**config.mk**
```make
export PLATFORM = sky130hd
export DESIGN_NAME = sweep_seq
export DESIGN_NICKNAME = d
export VERILOG_FILES = /design/src/rtl/sweep_pkg.sv /design/src/rtl/sweep_regs.sv /design/src/rtl/sweep_tuner.sv /design/src/rtl/sweep_ctrl.sv /design/src/rtl/sweep_seq.sv
export SDC_FILE = /design/constraint.sdc
export NUM_CORES = 1
export LEC_CHECK = 0
export ABC_AREA = 1
export BUFFER_PORTS_ARGS = -buffer_cell sky130_fd_sc_hd__buf_2
export CORE_ASPECT_RATIO = 1.75
export CORE_MARGIN = 5
export CORE_UTILIZATION = 45
export CTS_CLUSTER_DIAMETER = 40
export DETAILED_ROUTE_END_ITERATION = 10
export GPL_TIMING_DRIVEN = 0
export HOLD_SLACK_MARGIN = 0.05
export PLACE_DENSITY = 0.67
export RECOVER_POWER = 25
export SKIP_CTS_REPAIR_TIMING = 1
export SYNTH_ARGS = -nofsm -noshare
export SYNTH_HDL_FRONTEND = slang
export SYNTH_SLANG_ARGS = --single-unit
```
**constraint.sdc**
```tcl
create_clock -name clk -period 2.82 [get_ports clk]
set_clock_uncertainty 0.05 [all_clocks]
set_input_delay 0.564 -clock clk [delete_from_list [all_inputs] [get_ports clk]]
set_output_delay 0.564 -clock clk [all_outputs]
set_load 0.02 [all_outputs]
```
**src/rtl/sweep_pkg.sv**
```systemverilog
package sweep_pkg;

  typedef enum logic [2:0] {
    ST_IDLE   = 3'd0,
    ST_PROG   = 3'd1,
    ST_SETTLE = 3'd2,
    ST_MEAS   = 3'd3,
    ST_READY  = 3'd4,
    ST_INCR   = 3'd5,
    ST_DONE   = 3'd6
  } sweep_st_e;

  localparam logic [1:0] SEL_START = 2'd0;
  localparam logic [1:0] SEL_DELTA = 2'd1;
  localparam logic [1:0] SEL_COUNT = 2'd2;

  function automatic logic in_sweep(input sweep_st_e s);
    return (s == ST_SETTLE) || (s == ST_MEAS) || (s == ST_READY) || (s == ST_INCR);
  endfunction

endpackage

```
**src/rtl/sweep_regs.sv**
```systemverilog
module sweep_regs
  import sweep_pkg::*;
#(
  parameter int FTW_W = 27,
  parameter int CNT_W = 8
) (
  input  logic             clk,
  input  logic             rst_n,
  input  logic             wr_en,
  input  logic [1:0]       wr_addr,
  input  logic [FTW_W-1:0] wr_data,
  input  logic             lock,
  output logic [FTW_W-1:0] start_word,
  output logic [FTW_W-1:0] delta_word,
  output logic [CNT_W-1:0] step_count,
  output logic             wr_hit
);

  logic hit_start, hit_delta, hit_count;

  assign hit_start = wr_en && !lock && (wr_addr == SEL_START);
  assign hit_delta = wr_en && !lock && (wr_addr == SEL_DELTA);
  assign hit_count = wr_en && !lock && (wr_addr == SEL_COUNT);
  assign wr_hit    = hit_start || hit_delta || hit_count;

  always_ff @(posedge clk) begin
    if (!rst_n) begin
      start_word <= '0;
      delta_word <= '0;
      step_count <= '0;
    end else begin
      if (hit_start) start_word <= wr_data;
      if (hit_delta) delta_word <= wr_data;
      if (hit_count) step_count <= wr_data[CNT_W-1:0];
    end
  end

endmodule

```
**src/rtl/sweep_tuner.sv**
```systemverilog
module sweep_tuner #(
  parameter int FTW_W = 27
) (
  input  logic             clk,
  input  logic             rst_n,
  input  logic             load,
  input  logic             step,
  input  logic [FTW_W-1:0] start_word,
  input  logic [FTW_W-1:0] delta_word,
  output logic [FTW_W-1:0] ftw
);

  // Modular advance: the carry out of the top bit is dropped.
  function automatic logic [FTW_W-1:0] advance(input logic [FTW_W-1:0] cur,
                                               input logic [FTW_W-1:0] inc);
    logic [FTW_W:0] wide;
    wide = {1'b0, cur} + {1'b0, inc};
    return wide[FTW_W-1:0];
  endfunction

  always_ff @(posedge clk) begin
    if (!rst_n)    ftw <= '0;
    else if (load) ftw <= start_word;
    else if (step) ftw <= advance(ftw, delta_word);
  end

endmodule

```
**src/rtl/sweep_ctrl.sv**
```systemverilog
module sweep_ctrl
  import sweep_pkg::*;
#(
  parameter int CNT_W      = 8,
  parameter int SETTLE_CYC = 4
) (
  input  logic             clk,
  input  logic             rst_n,
  input  logic             start,
  input  logic             wr_hit,
  input  logic             cap_done,
  input  logic             ack,
  input  logic [CNT_W-1:0] step_count,
  output logic             ev_start,
  output logic             ev_step,
  output logic             ev_cap,
  output logic             ev_ack,
  output logic             lock,
  output logic             cap_req,
  output logic             point_ready,
  output logic             sweep_done,
  output logic             busy,
  output logic             armed
);

  localparam int STW = (SETTLE_CYC < 2) ? 1 : $clog2(SETTLE_CYC);
  localparam logic [STW-1:0] SC_LAST = STW'(SETTLE_CYC - 1);

  sweep_st_e        st, st_nx;
  logic [CNT_W-1:0] idx;
  logic [STW-1:0]   scnt;
  logic             last_point, settle_end;

  assign ev_start   = start && ((st == ST_IDLE) || (st == ST_PROG));
  assign ev_cap     = cap_done && (st == ST_MEAS);
  assign ev_ack     = ack && (st == ST_READY);
  assign ev_step    = (st == ST_INCR);
  assign last_point = (idx == step_count);
  assign settle_end = (st == ST_SETTLE) && (scnt == SC_LAST);

  always_comb begin
    st_nx = st;
    unique case (st)
      ST_IDLE:   if (ev_start) st_nx = ST_SETTLE;
                 else if (wr_hit) st_nx = ST_PROG;
      ST_PROG:   if (ev_start) st_nx = ST_SETTLE;
      ST_SETTLE: if (settle_end) st_nx = ST_MEAS;
      ST_MEAS:   if (ev_cap) st_nx = ST_READY;
      ST_READY:  if (ev_ack) st_nx = last_point ? ST_DONE : ST_INCR;
      ST_INCR:   st_nx = ST_SETTLE;
      ST_DONE:   st_nx = ST_IDLE;
      default:   st_nx = ST_IDLE;
    endcase
  end

  always_ff @(posedge clk) begin
    if (!rst_n) begin
      st   <= ST_IDLE;
      idx  <= '0;
      scnt <= '0;
    end else begin
      st <= st_nx;
      if (ev_start)     idx <= '0;
      else if (ev_step) idx <= idx + 1'b1;
      if (ev_start || ev_step)  scnt <= '0;
      else if (st == ST_SETTLE) scnt <= scnt + 1'b1;
    end
  end

  assign busy        = in_sweep(st);
  assign lock        = busy || (st == ST_DONE);
  assign cap_req     = (st == ST_MEAS);
  assign point_ready = (st == ST_READY);
  assign sweep_done  = (st == ST_DONE);
  assign armed       = (st == ST_PROG);

endmodule

```
**src/rtl/sweep_seq.sv**
```systemverilog
module sweep_seq #(
  parameter int FTW_W      = 27,
  parameter int CNT_W      = 8,
  parameter int RES_W      = 16,
  parameter int SETTLE_CYC = 4
) (
  input  logic             clk,
  input  logic             rst_n,
  input  logic             wr_en,
  input  logic [1:0]       wr_addr,
  input  logic [FTW_W-1:0] wr_data,
  input  logic             start,
  input  logic             cap_done,
  input  logic [RES_W-1:0] res_re,
  input  logic [RES_W-1:0] res_im,
  input  logic             ack,
  output logic [FTW_W-1:0] ftw,
  output logic             cap_req,
  output logic             point_ready,
  output logic [RES_W-1:0] pt_re,
  output logic [RES_W-1:0] pt_im,
  output logic             sweep_done,
  output logic             busy,
  output logic             armed
);

  logic [FTW_W-1:0] start_word, delta_word;
  logic [CNT_W-1:0] step_count;
  logic             wr_hit, lock;
  logic             ev_start, ev_step, ev_cap, ev_ack;

  sweep_regs #(.FTW_W(FTW_W), .CNT_W(CNT_W)) u_regs (
    .clk(clk), .rst_n(rst_n), .wr_en(wr_en), .wr_addr(wr_addr), .wr_data(wr_data),
    .lock(lock), .start_word(start_word), .delta_word(delta_word),
    .step_count(step_count), .wr_hit(wr_hit)
  );

  sweep_ctrl #(.CNT_W(CNT_W), .SETTLE_CYC(SETTLE_CYC)) u_ctrl (
    .clk(clk), .rst_n(rst_n), .start(start), .wr_hit(wr_hit), .cap_done(cap_done),
    .ack(ack), .step_count(step_count), .ev_start(ev_start), .ev_step(ev_step),
    .ev_cap(ev_cap), .ev_ack(ev_ack), .lock(lock), .cap_req(cap_req),
    .point_ready(point_ready), .sweep_done(sweep_done), .busy(busy), .armed(armed)
  );

  sweep_tuner #(.FTW_W(FTW_W)) u_tuner (
    .clk(clk), .rst_n(rst_n), .load(ev_start), .step(ev_step),
    .start_word(start_word), .delta_word(delta_word), .ftw(ftw)
  );

  always_ff @(posedge clk) begin
    if (!rst_n) begin
      pt_re <= '0;
      pt_im <= '0;
    end else if (ev_cap) begin
      pt_re <= res_re;
      pt_im <= res_im;
    end
  end

endmodule

```
Yosys cells after proc, flatten, opt, wreduce, memory -nomap -nowiden
Index checks and enable logic that the tools add are counted.

cells by class
  $add $sub $neg = 3
  equality and inequality tests = 15
  mux-type cells = 10
  bitwise logic cells = 1
  reduce and logical (&&, ||, !) cells = 23

operator list
  operator                                                                 count
  27-bit two-way mux                                                       2
  27-bit adder                                                             1
  3-bit two-way mux                                                        6
  3-bit case mux with 6 select lines                                       1
  3-bit equality test, second input constant                               3
  8-bit by 1-bit adder with 8-bit output, second input constant            1
  8-bit equality test                                                      1
  1-bit logical AND                                                        8
  1-bit logical OR                                                         8
  2-bit by 1-bit inequality test with 1-bit output, second input constant  4
  3-bit by 2-bit equality test with 1-bit output, second input constant    2
  5-bit AND reduction                                                      1
  2-bit equality test, second input constant                               2
  2-bit OR reduction                                                       2
  3-bit by 1-bit equality test with 1-bit output, second input constant    1
  3-bit logical NOT                                                        1
  3-bit by 1-bit inequality test with 1-bit output, second input constant  1
  2-bit by 1-bit adder with 2-bit output, second input constant            1
  2-bit by 1-bit equality test with 1-bit output, second input constant    1
  2-bit logical NOT                                                        1
  2-bit two-way mux                                                        1
  2-bit nonzero test                                                       1
  1-bit logical NOT                                                        1
  1-bit NOT                                                                1

storage, ports and cells
  bits in registers = 134
  bits of input ports = 67
  output and inout port bits = 64
  word-level logic and storage cells = 61

Logic depth before layout (Yosys ltp)
Gate-level depths: netlist of run 1.

  depth after elaboration = 13
  depth in mapped cells = 13
  mapped depth without buffers = 13

Modules after synthesis
From an unflattened synthesis of run 1, not the netlist that was laid out.

unflattened totals
  cell total of the unflattened synthesis = 1,258
  area total of the unflattened synthesis = 7,902.6 sq um

modules (own cells, without submodules)
  module       times used  cells each  area an instance (sq um)  seq. area each (sq um)
  sweep_tuner  1           539         3,081.7                   540.5
  sweep_regs   1           376         2,585.0                   1,241.2
  sweep_seq    1           202         1,335.0                   640.6
  sweep_ctrl   1           141         900.9                     260.2

Least setup slack after synthesis of run 1
No wires, ideal clock.

  path type = register to register
  start = reg u_ctrl.st[1]
  end = reg u_regs.start_word[23]
  library setup time = 0.128 ns
  arrival time = 1.932 ns
  setup slack = 0.710 ns
  stages on the path, launching flop included = 11
  path buffers = 1
  cells stage by stage = dfxtp_1 > inv_2 > ha_1 > nor2_1 > nand2_1 > or2_1 > inv_2 > nand2_2 > buf_2 > o21ai_0 > a21oi_1

on the way
  longest elaborated chain between the ends = 8
  elaborated cells on any way between the ends = 12
  those cells by class = eq/ne: 5; reduce/logical: 7

RTL lines
  item                                            line              source
  from (decl)                                     sweep_ctrl.sv:29  sweep_st_e st, st_nx;
  from (signal assigned)                          sweep_ctrl.sv:62  st <= st_nx;
  3-bit by 2-bit equality test with 1-bit output  sweep_pkg.sv:18   return (s == ST_SETTLE) || (s == ST_MEAS) || (s == ST_READY) || (s == ST_INCR);
  1-bit logical OR (2 in a row)                   sweep_pkg.sv:18
  1-bit logical OR (*)                            sweep_pkg.sv:18
  via busy                                        sweep_seq.sv:23   output logic busy,
  1-bit logical OR (*)                            sweep_ctrl.sv:71  assign lock = busy || (st == ST_DONE);
  1-bit logical NOT (*)                           sweep_regs.sv:21  assign hit_start = wr_en && !lock && (wr_addr == SEL_START);
  1-bit logical AND (*) (2 in a row)              sweep_regs.sv:21
  to (signal assigned)                            sweep_regs.sv:32  if (hit_start) start_word <= wr_data;
  to (decl)                                       sweep_regs.sv:13  output logic [FTW_W-1:0] start_word,

The timed path passes the listed nets; every way through them passes the cells marked *.
A chain may end at the register's enable or synchronous reset.

Final worst setup path of run 1
  start = reg u_ctrl.st[1]
  end = reg u_tuner.ftw[15]

on the way
  longest elaborated chain between the ends = 4
  elaborated cells on any way between the ends = 7
  those cells by class = eq/ne: 2; mux: 1; reduce/logical: 4

RTL lines
  item                                                                                 line               source
  3-bit by 1-bit equality test with 1-bit output or 3-bit logical NOT (tied branches)  sweep_ctrl.sv:34   assign ev_start = start && ((st == ST_IDLE) || (st == ST_PROG));
  1-bit logical OR                                                                     sweep_ctrl.sv:34
  1-bit logical AND                                                                    sweep_ctrl.sv:34
  27-bit two-way mux or 2-bit nonzero test (tied branches)                             -
  to (signal assigned)                                                                 sweep_tuner.sv:23  else if (load) ftw <= start_word;
  to (signal assigned)                                                                 sweep_tuner.sv:24  else if (step) ftw <= advance(ftw, delta_word);
  to (decl)                                                                            sweep_tuner.sv:10  output logic [FTW_W-1:0] ftw

Parallel ways exist; a longest one is shown, timed or not.

==> metrics, run 1 <==
status=complete, no violations; top-level port count=131; pre-CTS setup slack=0.0571 ns; DRT Pass-1 Iters=5; global route overflow=0; crit path DAT=2.93 ns; Worst-path clk slew=0.07 ns; CTS Sinks=134; number of global-route vias before repair=7384; post-synthesis mux area share=0; R2R Path End=u_tuner.ftw[15]$_SDFFE_PN0P_; Max-Cap Viols=0; pin count of the biggest net entering global routing=17; VDD IR max=0.000435 V; Hold Vio Cnt, Final=0; FP Rows=61; launch point of the worst hold path=res_im[7]; wire per inst=15.8 um; Port-buffer cells=128; crit path from=u_ctrl.st[1]$_SDFFE_PN0P_; Yosys warnings=0; Cell Chain, Critical Path=inv_2 -> ha_1 -> nand2_1 -> buf_2 -> inv_1 -> nor2_4 -> buf_2 -> nand3_1 -> a21oi_1; Synth Area in Compound Gates=0.163; cell leakage power=0.00390 uW; most frequent cells in the layout=nand2_1, inv_1, a21oi_1; gpl congestion=0.952; Worst Hold Class=in -> reg; DR vias/cell=5.12; ANT cells=0; final setup TNS=0 ns; r2r worst-path depth=9; Mapped Cells=1100; FMAX=380 MHz; most used cell, CP=buf_2; HPWL after detailed placement=18.4 mm; Final Cycle Share=0.934; Critical Path Start Type=flip-flop; global-route wire length before repair=36.0 mm; Final nets=1345; Max Fanout on Critical Path=10; starting density of the core=0.455; xor/xnor share of the synthesized area=0.0170; Post-Synth Simple-Gate Area=0.281; share of cells above drive strength 1=0.113; htree depth=4; root buf cell=clkbuf_16; core area=0.0159 mm2; Seq/Total Area, Yosys=0.372; adder-cell share of the synthesized area=0.0548; Antenna Violating Nets Remaining=0; CP bufs+invs=4; Max Root-Sink Buffers=2; Die Y=178 um; CTS tree=built; initial DRC count=293; Remaining DRCs=0; synthesized netlist net count=1198; leading area contributor after synthesis=dfxtp_1; Setup Viol. Count Final=0; top area cells in the synthesized netlist=dfxtp_1, nand2_1, a21oi_1, inv_1, nand3_1; final wirelength=22.8 mm; syn_area_per_cell=6.56 um2; Vias=7413; Chip Width=106 um; reg-to-reg slack, setup=0.19 ns; Synth cell types=37; Rel. slew slack=0.563; Post-Syn Area=0.00722 mm2; Tmin final=2.63 ns; Worst Slack Setup Final=0.185 ns; largest family of logic cells by synthesized area=simple AND/OR/NAND/NOR gates; Final Util=0.545; Max Slew Vio Count=0; CP required=3.12 ns; RR Startpoint=u_ctrl.st[1]$_SDFFE_PN0P_; Critical Path Max Stage Delay=0.55 ns; Hold Path Sink=pt_im[7]$_SDFFE_PN0P_; worst slew pin tran=0.656 ns; GRT Util Overall=0.243; RSZ-0062 raised after global routing=false; TritonCTS Buffers=17; critical path type=reg -> reg; Layout area overhead=19.7%; Synth Register Bits=134; die area=0.0188 mm2; slowest CP cell=dfxtp_1; initial antenna violation count=0; power per cell area=655 mW/mm2; Worst Setup End Kind=flip-flop; Yosys top cell area share=0.372; commonest non-fill, non-tap cell in the layout=nand2_1; Clk Latency, worst-skew pair=0.42 ns; hold path depth=3; delay-heaviest family, CP=buffers and inverters
[layout make-up]
cell class,instances,area [um2]
Buffer,42,174
Sequential cell,134,2680
Clock inverter,14,165
Tap cell,189,236
Timing Repair Buffer,128,579
Multi-Input combinational cell,752,3720
Inverter,172,646
Clock buffer,18,439
Fill cell,1677,7230
[synthesized netlist by cell type]
library cell  instances
dfxtp_1             134
nand4_1               8
buf_2                13
ha_1                 30
a22oi_1               1
clkinv_1              1
or2_0                 1
nor3_2                2
o211ai_1              1
inv_1               165
nor2_2                2
nand2_1             288
clkbuf_1             29
xor2_1                9
or2_1                 1
nor2_4                1
or2_2                 4
inv_2                 6
nand3b_1              2
and2_1                3
nand3_1             102
nor3b_1               1
and3_1                1
o21bai_1              2
a21oi_1             138
o21ai_1               1
fa_1                  1
nor3b_2               1
o21a_1                1
nor2_1               52
o21ai_0              73
o22ai_1               1
nor3_1                7
xnor2_1               5
a31oi_1              10
nand2_2               2
a21o_1                1
[report_power, final]
part	switching, uW	internal, uW
Clock	949	1350
Combinational	793	377
Sequential	127	2060
[tightest hold or removal path, cell delays in order]
cell	delay, ns
buf_2	0.09
nand3_1	0.07
a21oi_1	0.06
[flip-flops by register name, indices dropped and copies added (netlist names)]
register	count
pt_im	16
pt_re	16
u_ctrl.idx	8
u_ctrl.scnt	2
u_ctrl.st	3
u_regs.delta_word	27
u_regs.start_word	27
u_regs.step_count	8
u_tuner.ftw	27
[worst max-delay path by stage]
stage / end / slack, ns / cells after the start
5_1_grt: u_ctrl.scnt[0]$_SDFFE_PP0P_ / 0.07 / 10
2_1_floorplan: u_regs.start_word[23]$_SDFFE_PN0P_ / 0.71 / 10
6_report: u_tuner.ftw[15]$_SDFFE_PN0P_ / 0.19 / 9
3_3_place_gp: u_tuner.ftw[15]$_SDFFE_PN0P_ / 0.10 / 9
4_1_cts: u_tuner.ftw[15]$_SDFFE_PN0P_ / 0.04 / 9
3_5_place_dp: u_tuner.ftw[15]$_SDFFE_PN0P_ / 0.06 / 9
[metal layers]
layer / wire length [um] / track usage / vias up
met5: 0 / 0 / -
met4: 1260 / 0.149 / 0
met3: 895 / 0.0357 / 68
met2: 12600 / 0.484 / 203
met1: 8040 / 0.227 / 3305
li1: - / - / 3837
[through the flow]
step | total power, uW | cell area [um2] | instances | hold WS [ns]
4_1_cts | 5710 | 8700 | 1449 | 0.345
2_1_floorplan | 2990 | 7220 | 1100 | 0.375
3_3_place_gp | 3380 | 8100 | 1417 | 0.388
6_report | 5660 | 8650 | 1449 | 0.361
3_5_place_dp | 3410 | 8100 | 1417 | 0.390
5_1_grt | 5940 | 8650 | 1449 | 0.358
[logic make-up after synthesis]
| logic type | after synthesis |
|---|---|
| DFF | 134 |
| buffers and inverters | 214 |
| adders and majority gates | 31 |
| and+or+nand+nor | 478 |
| xor gates and xnor gates | 14 |
| AOI/OAI and AO/OA | 229 |
No activity file was read; power rests on OpenSTA's default activity.
==> run 2: changes to the inputs <==
--- a/config.mk
+++ b/config.mk
@@ -16,6 +16,7 @@
 export HOLD_SLACK_MARGIN = 0.05
 export PLACE_DENSITY = 0.67
 export RECOVER_POWER = 25
+export REMOVE_ABC_BUFFERS = 1
 export SKIP_CTS_REPAIR_TIMING = 1
 export SYNTH_ARGS = -nofsm -noshare
 export SYNTH_HDL_FRONTEND = slang
==> metrics, run 2 (synthesis gave the netlist of run 1 again) <==
status=complete, no violations; wire per inst=14.4 um; initial DRC count=270; Vias=7212; pin count of the biggest net entering global routing=49; commonest non-fill, non-tap cell in the layout=nand2_1; cell leakage power=0.00388 uW; Worst Hold Class=in -> reg; total chip power=5600 uW; die area=0.0188 mm2; RSZ-0062 raised after global routing=false; initial antenna violation count=0; top-level port count=131; Worst Setup End Kind=flip-flop; Setup Viol. Count Final=0; Layout area overhead=19.7%; Worst-path clk slew=0.06 ns; Area after DPL=0.00803 mm2; most frequent cells in the layout=nand2_1, inv_1, a21oi_1; VDD IR max=0.000428 V; Max Root-Sink Buffers=2; crit path DAT=2.88 ns; Port-buffer cells=130; TritonCTS Buffers=17; CP required=3.11 ns; Worst Slack Setup Final=0.235 ns; Max Slew Vio Count=0; Largest regs=u_regs.delta_word x27, u_regs.start_word x27, u_tuner.ftw x27; critical path type=reg -> reg; Hold Vio Cnt, Final=0; CTS tree=built; ANT cells=0; Critical Path Start Type=flip-flop; Die Y=178 um; share of cells above drive strength 1=0.115; core area=0.0159 mm2; pre-CTS setup slack=-0.793 ns; number of global-route vias before repair=6908; gpl congestion=0.946; global route overflow=0; starting density of the core=0.455; power per cell area=648 mW/mm2; worst slew pin tran=1.06 ns; global-route wire length before repair=32.9 mm; design area=0.00864 mm2; FP Rows=61; Clk Latency, worst-skew pair=0.41 ns; final std cells w/o fill=1417; Chip Width=106 um; DR vias/cell=5.09; FMAX=387 MHz; Final nets=1313; Antenna Violating Nets Remaining=0; HPWL after detailed placement=15.4 mm; Rel. slew slack=0.295; Max-Cap Viols=0; Tmin final=2.58 ns; DRT Pass-1 Iters=5; Max Fanout on Critical Path=20; Remaining DRCs=0; root buf cell=clkbuf_16; placed insts=1382; htree depth=4; GRT Util Overall=0.217; Final Cycle Share=0.917; final wirelength=20.4 mm; final setup TNS=0 ns; CTS Sinks=134
[run 2: per-layer routing]
metal	vias to the layer above	share of wire	global-route usage
met2	135	0.55	0.416
met1	3256	0.37	0.219
met4	0	0.042	0.106
li1	3770	-	-
met5	-	0	0
met3	51	0.035	0.0415
[run 2: through the flow]
stage	hold slack [ns]	util
after floorplan	0.374	-
after global placement	0.386	0.500
after detailed placement	0.392	0.506
after CTS	0.352	0.544
after global routing	0.362	0.544
final	0.363	0.544
[run 2: critical path, stage by stage, from the launching register on]
cell and delay [ns]:
dfxtp_1 0.54, inv_2 0.11, ha_1 0.22, nand2_2 0.35
clkinvlp_4 0.26, buf_12 0.20, nor2_4 0.34, nand3_1 0.25
a21oi_1 0.17
[run 2: worst paths after layout]
kind	depth (start not counted)	start	slack, ns	to
max	8	u_ctrl.st[1]$_SDFFE_PN0P_	0.24	u_tuner.ftw[15]$_SDFFE_PN0P_
min	3	res_im[15]	0.36	pt_im[15]$_SDFFE_PN0P_
max reg2reg	8	u_ctrl.st[1]$_SDFFE_PN0P_	0.24	u_tuner.ftw[15]$_SDFFE_PN0P_
min reg2reg	2	u_regs.start_word[11]$_SDFFE_PN0P_	0.40	u_regs.start_word[11]$_SDFFE_PN0P_
[run 2: area by class of cell]
type / instances / area [um2]
fill: 1604 / 7230
multi-input combinational: 753 / 3760
sequential: 134 / 2680
timing repair buffer: 137 / 709
inverter: 172 / 652
clock buffer: 18 / 429
tap: 189 / 236
clock inverter: 14 / 175
[run 2: where the power goes]
| part | internal (uW) | leakage, uW | switching [uW] |
|---|---|---|---|
| Sequential | 2060 | 0.00109 | 112 |
| Clock | 1400 | 0.000293 | 863 |
| Combinational | 393 | 0.00250 | 765 |
| Total | 3860 | 0.00388 | 1740 |
==> run 3: changes to the inputs <==
--- a/config.mk
+++ b/config.mk
@@ -14,7 +14,7 @@
 export DETAILED_ROUTE_END_ITERATION = 10
 export GPL_TIMING_DRIVEN = 0
 export HOLD_SLACK_MARGIN = 0.05
-export PLACE_DENSITY = 0.67
+export PLACE_DENSITY = 0.71
 export RECOVER_POWER = 25
 export REMOVE_ABC_BUFFERS = 1
 export SKIP_CTS_REPAIR_TIMING = 1
==> metrics, run 3 (synthesis gave the netlist of run 1 again) <==
status=complete, no violations; TritonCTS Buffers=17; Cell Chain, Critical Path=inv_2 -> ha_1 -> nand2_2 -> clkinvlp_4 -> buf_4 -> nor2_2 -> nand3_1 -> a21oi_1; Max Slew Vio Count=0; Layout area overhead=19.8%; Port-buffer cells=130; Vias=7250; global-route wire length before repair=32.9 mm; pin count of the biggest net entering global routing=49; delay-heaviest family, CP=simple AND/OR/NAND/NOR gates; Min Hold Slack=0.348 ns; reg-to-reg slack, setup=0.08 ns; initial DRC count=325; ANT cells=0; Setup Viol. Count Final=0; Area after DPL=0.00802 mm2; Tmin final=2.74 ns; DRT Pass-1 Iters=5; Die Y=178 um; wire per inst=14.8 um; placed insts=1381; worst slew pin tran=1.05 ns; GRT Util Overall=0.217; HPWL after detailed placement=15.3 mm; FMAX=365 MHz; Max-Cap Viols=0; top-level port count=131; Final nets=1317; most frequent cells in the layout=nand2_1, inv_1, a21oi_1; final std cells w/o fill=1421; number of global-route vias before repair=6988; root buf cell=clkbuf_16; die area=0.0188 mm2; Critical Path Start Type=flip-flop; Worst Setup End Kind=flip-flop; htree depth=4; global route overflow=0; Max Fanout on Critical Path=20; Chip Width=106 um; power per cell area=642 mW/mm2; Worst Hold Class=in -> reg; critical path type=reg -> reg; final setup TNS=0 ns; slowest CP cell=nor2_2; Clk Latency, worst-skew pair=0.43 ns; FP Rows=61; Remaining DRCs=0; Largest regs=u_regs.delta_word x27, u_regs.start_word x27, u_tuner.ftw x27; Critical Path Max Stage Delay=0.61 ns; CP required=3.12 ns; Rel. slew slack=0.301; CP bufs+invs=3; Hold Vio Cnt, Final=0; final wirelength=21.0 mm; Antenna Violating Nets Remaining=0; commonest non-fill, non-tap cell in the layout=nand2_1; DR vias/cell=5.10; Final Util=0.545; crit path DAT=3.05 ns; Max Root-Sink Buffers=2; Worst-path clk slew=0.07 ns; starting density of the core=0.455; CTS Sinks=134; share of cells above drive strength 1=0.120; core area=0.0159 mm2; cell leakage power=0.00389 uW; gpl congestion=0.938; design area=0.00865 mm2; Final Cycle Share=0.973; VDD IR max=0.000431 V; CTS tree=built; initial antenna violation count=0; fill count=1630
==> run 3: metrics by stage <==
| stage | power (uW) | worst slack, ns |
|---|---|---|
| detailed placement | 3330 | -0.917 |
| global placement | 3290 | -2.19 |
| floorplan | 2940 | -0.289 |
| global route | 5800 | -0.0322 |
| finish | 5550 | 0.0767 |
| CTS | 5520 | -0.956 |
==> run 3: cell type report <==
| cell class | instances | area (um2) | share of cell area |
|---|---|---|---|
| clock buffer | 17 | 425 | 0.0492 |
| clock inverter | 15 | 155 | 0.0179 |
| inverter | 172 | 652 | 0.0754 |
| multi-input combinational | 753 | 3760 | 0.434 |
| sequential | 134 | 2680 | 0.310 |
| tap | 189 | 236 | 0.0273 |
| timing repair buffer | 141 | 741 | 0.0856 |
==> run 3: path summary, 6_finish.rpt <==
| check | from | end | cells after the start |
|---|---|---|---|
| hold reg to reg | u_regs.delta_word[4]$_SDFFE_PN0P_ | u_regs.delta_word[4]$_SDFFE_PN0P_ | 2 |
| setup reg to reg | u_ctrl.st[1]$_SDFFE_PN0P_ | u_tuner.ftw[26]$_SDFFE_PN0P_ | 8 |
| hold / removal | res_im[3] | pt_im[3]$_SDFFE_PN0P_ | 3 |
| setup / recovery | u_ctrl.st[1]$_SDFFE_PN0P_ | u_tuner.ftw[26]$_SDFFE_PN0P_ | 8 |
==> run 3: worst register-to-register path, stage by stage (launching register included) <==
cell and delay (ns):
dfxtp_1 0.55, inv_2 0.11, ha_1 0.23, nand2_2 0.40
clkinvlp_4 0.18, buf_4 0.20, nor2_2 0.61, nand3_1 0.19
a21oi_1 0.15
==> run 3: layer usage <==
| metal | track usage | routed length [um] | up-vias |
|---|---|---|---|
| met5 | 0 | 0 | - |
| met3 | 0.0339 | 717 | 37 |
| met1 | 0.212 | 7810 | 3298 |
| met2 | 0.441 | 11800 | 145 |
| met4 | 0.0870 | 616 | 0 |
| li1 | - | - | 3770 |
==> run 3: where the power goes <==
group	leakage (uW)	total [uW]	switching (uW)	internal, uW
combinational	0.00252	1170	769	405
clock	0.000283	2200	1010	1180
sequential	0.00109	2180	116	2060
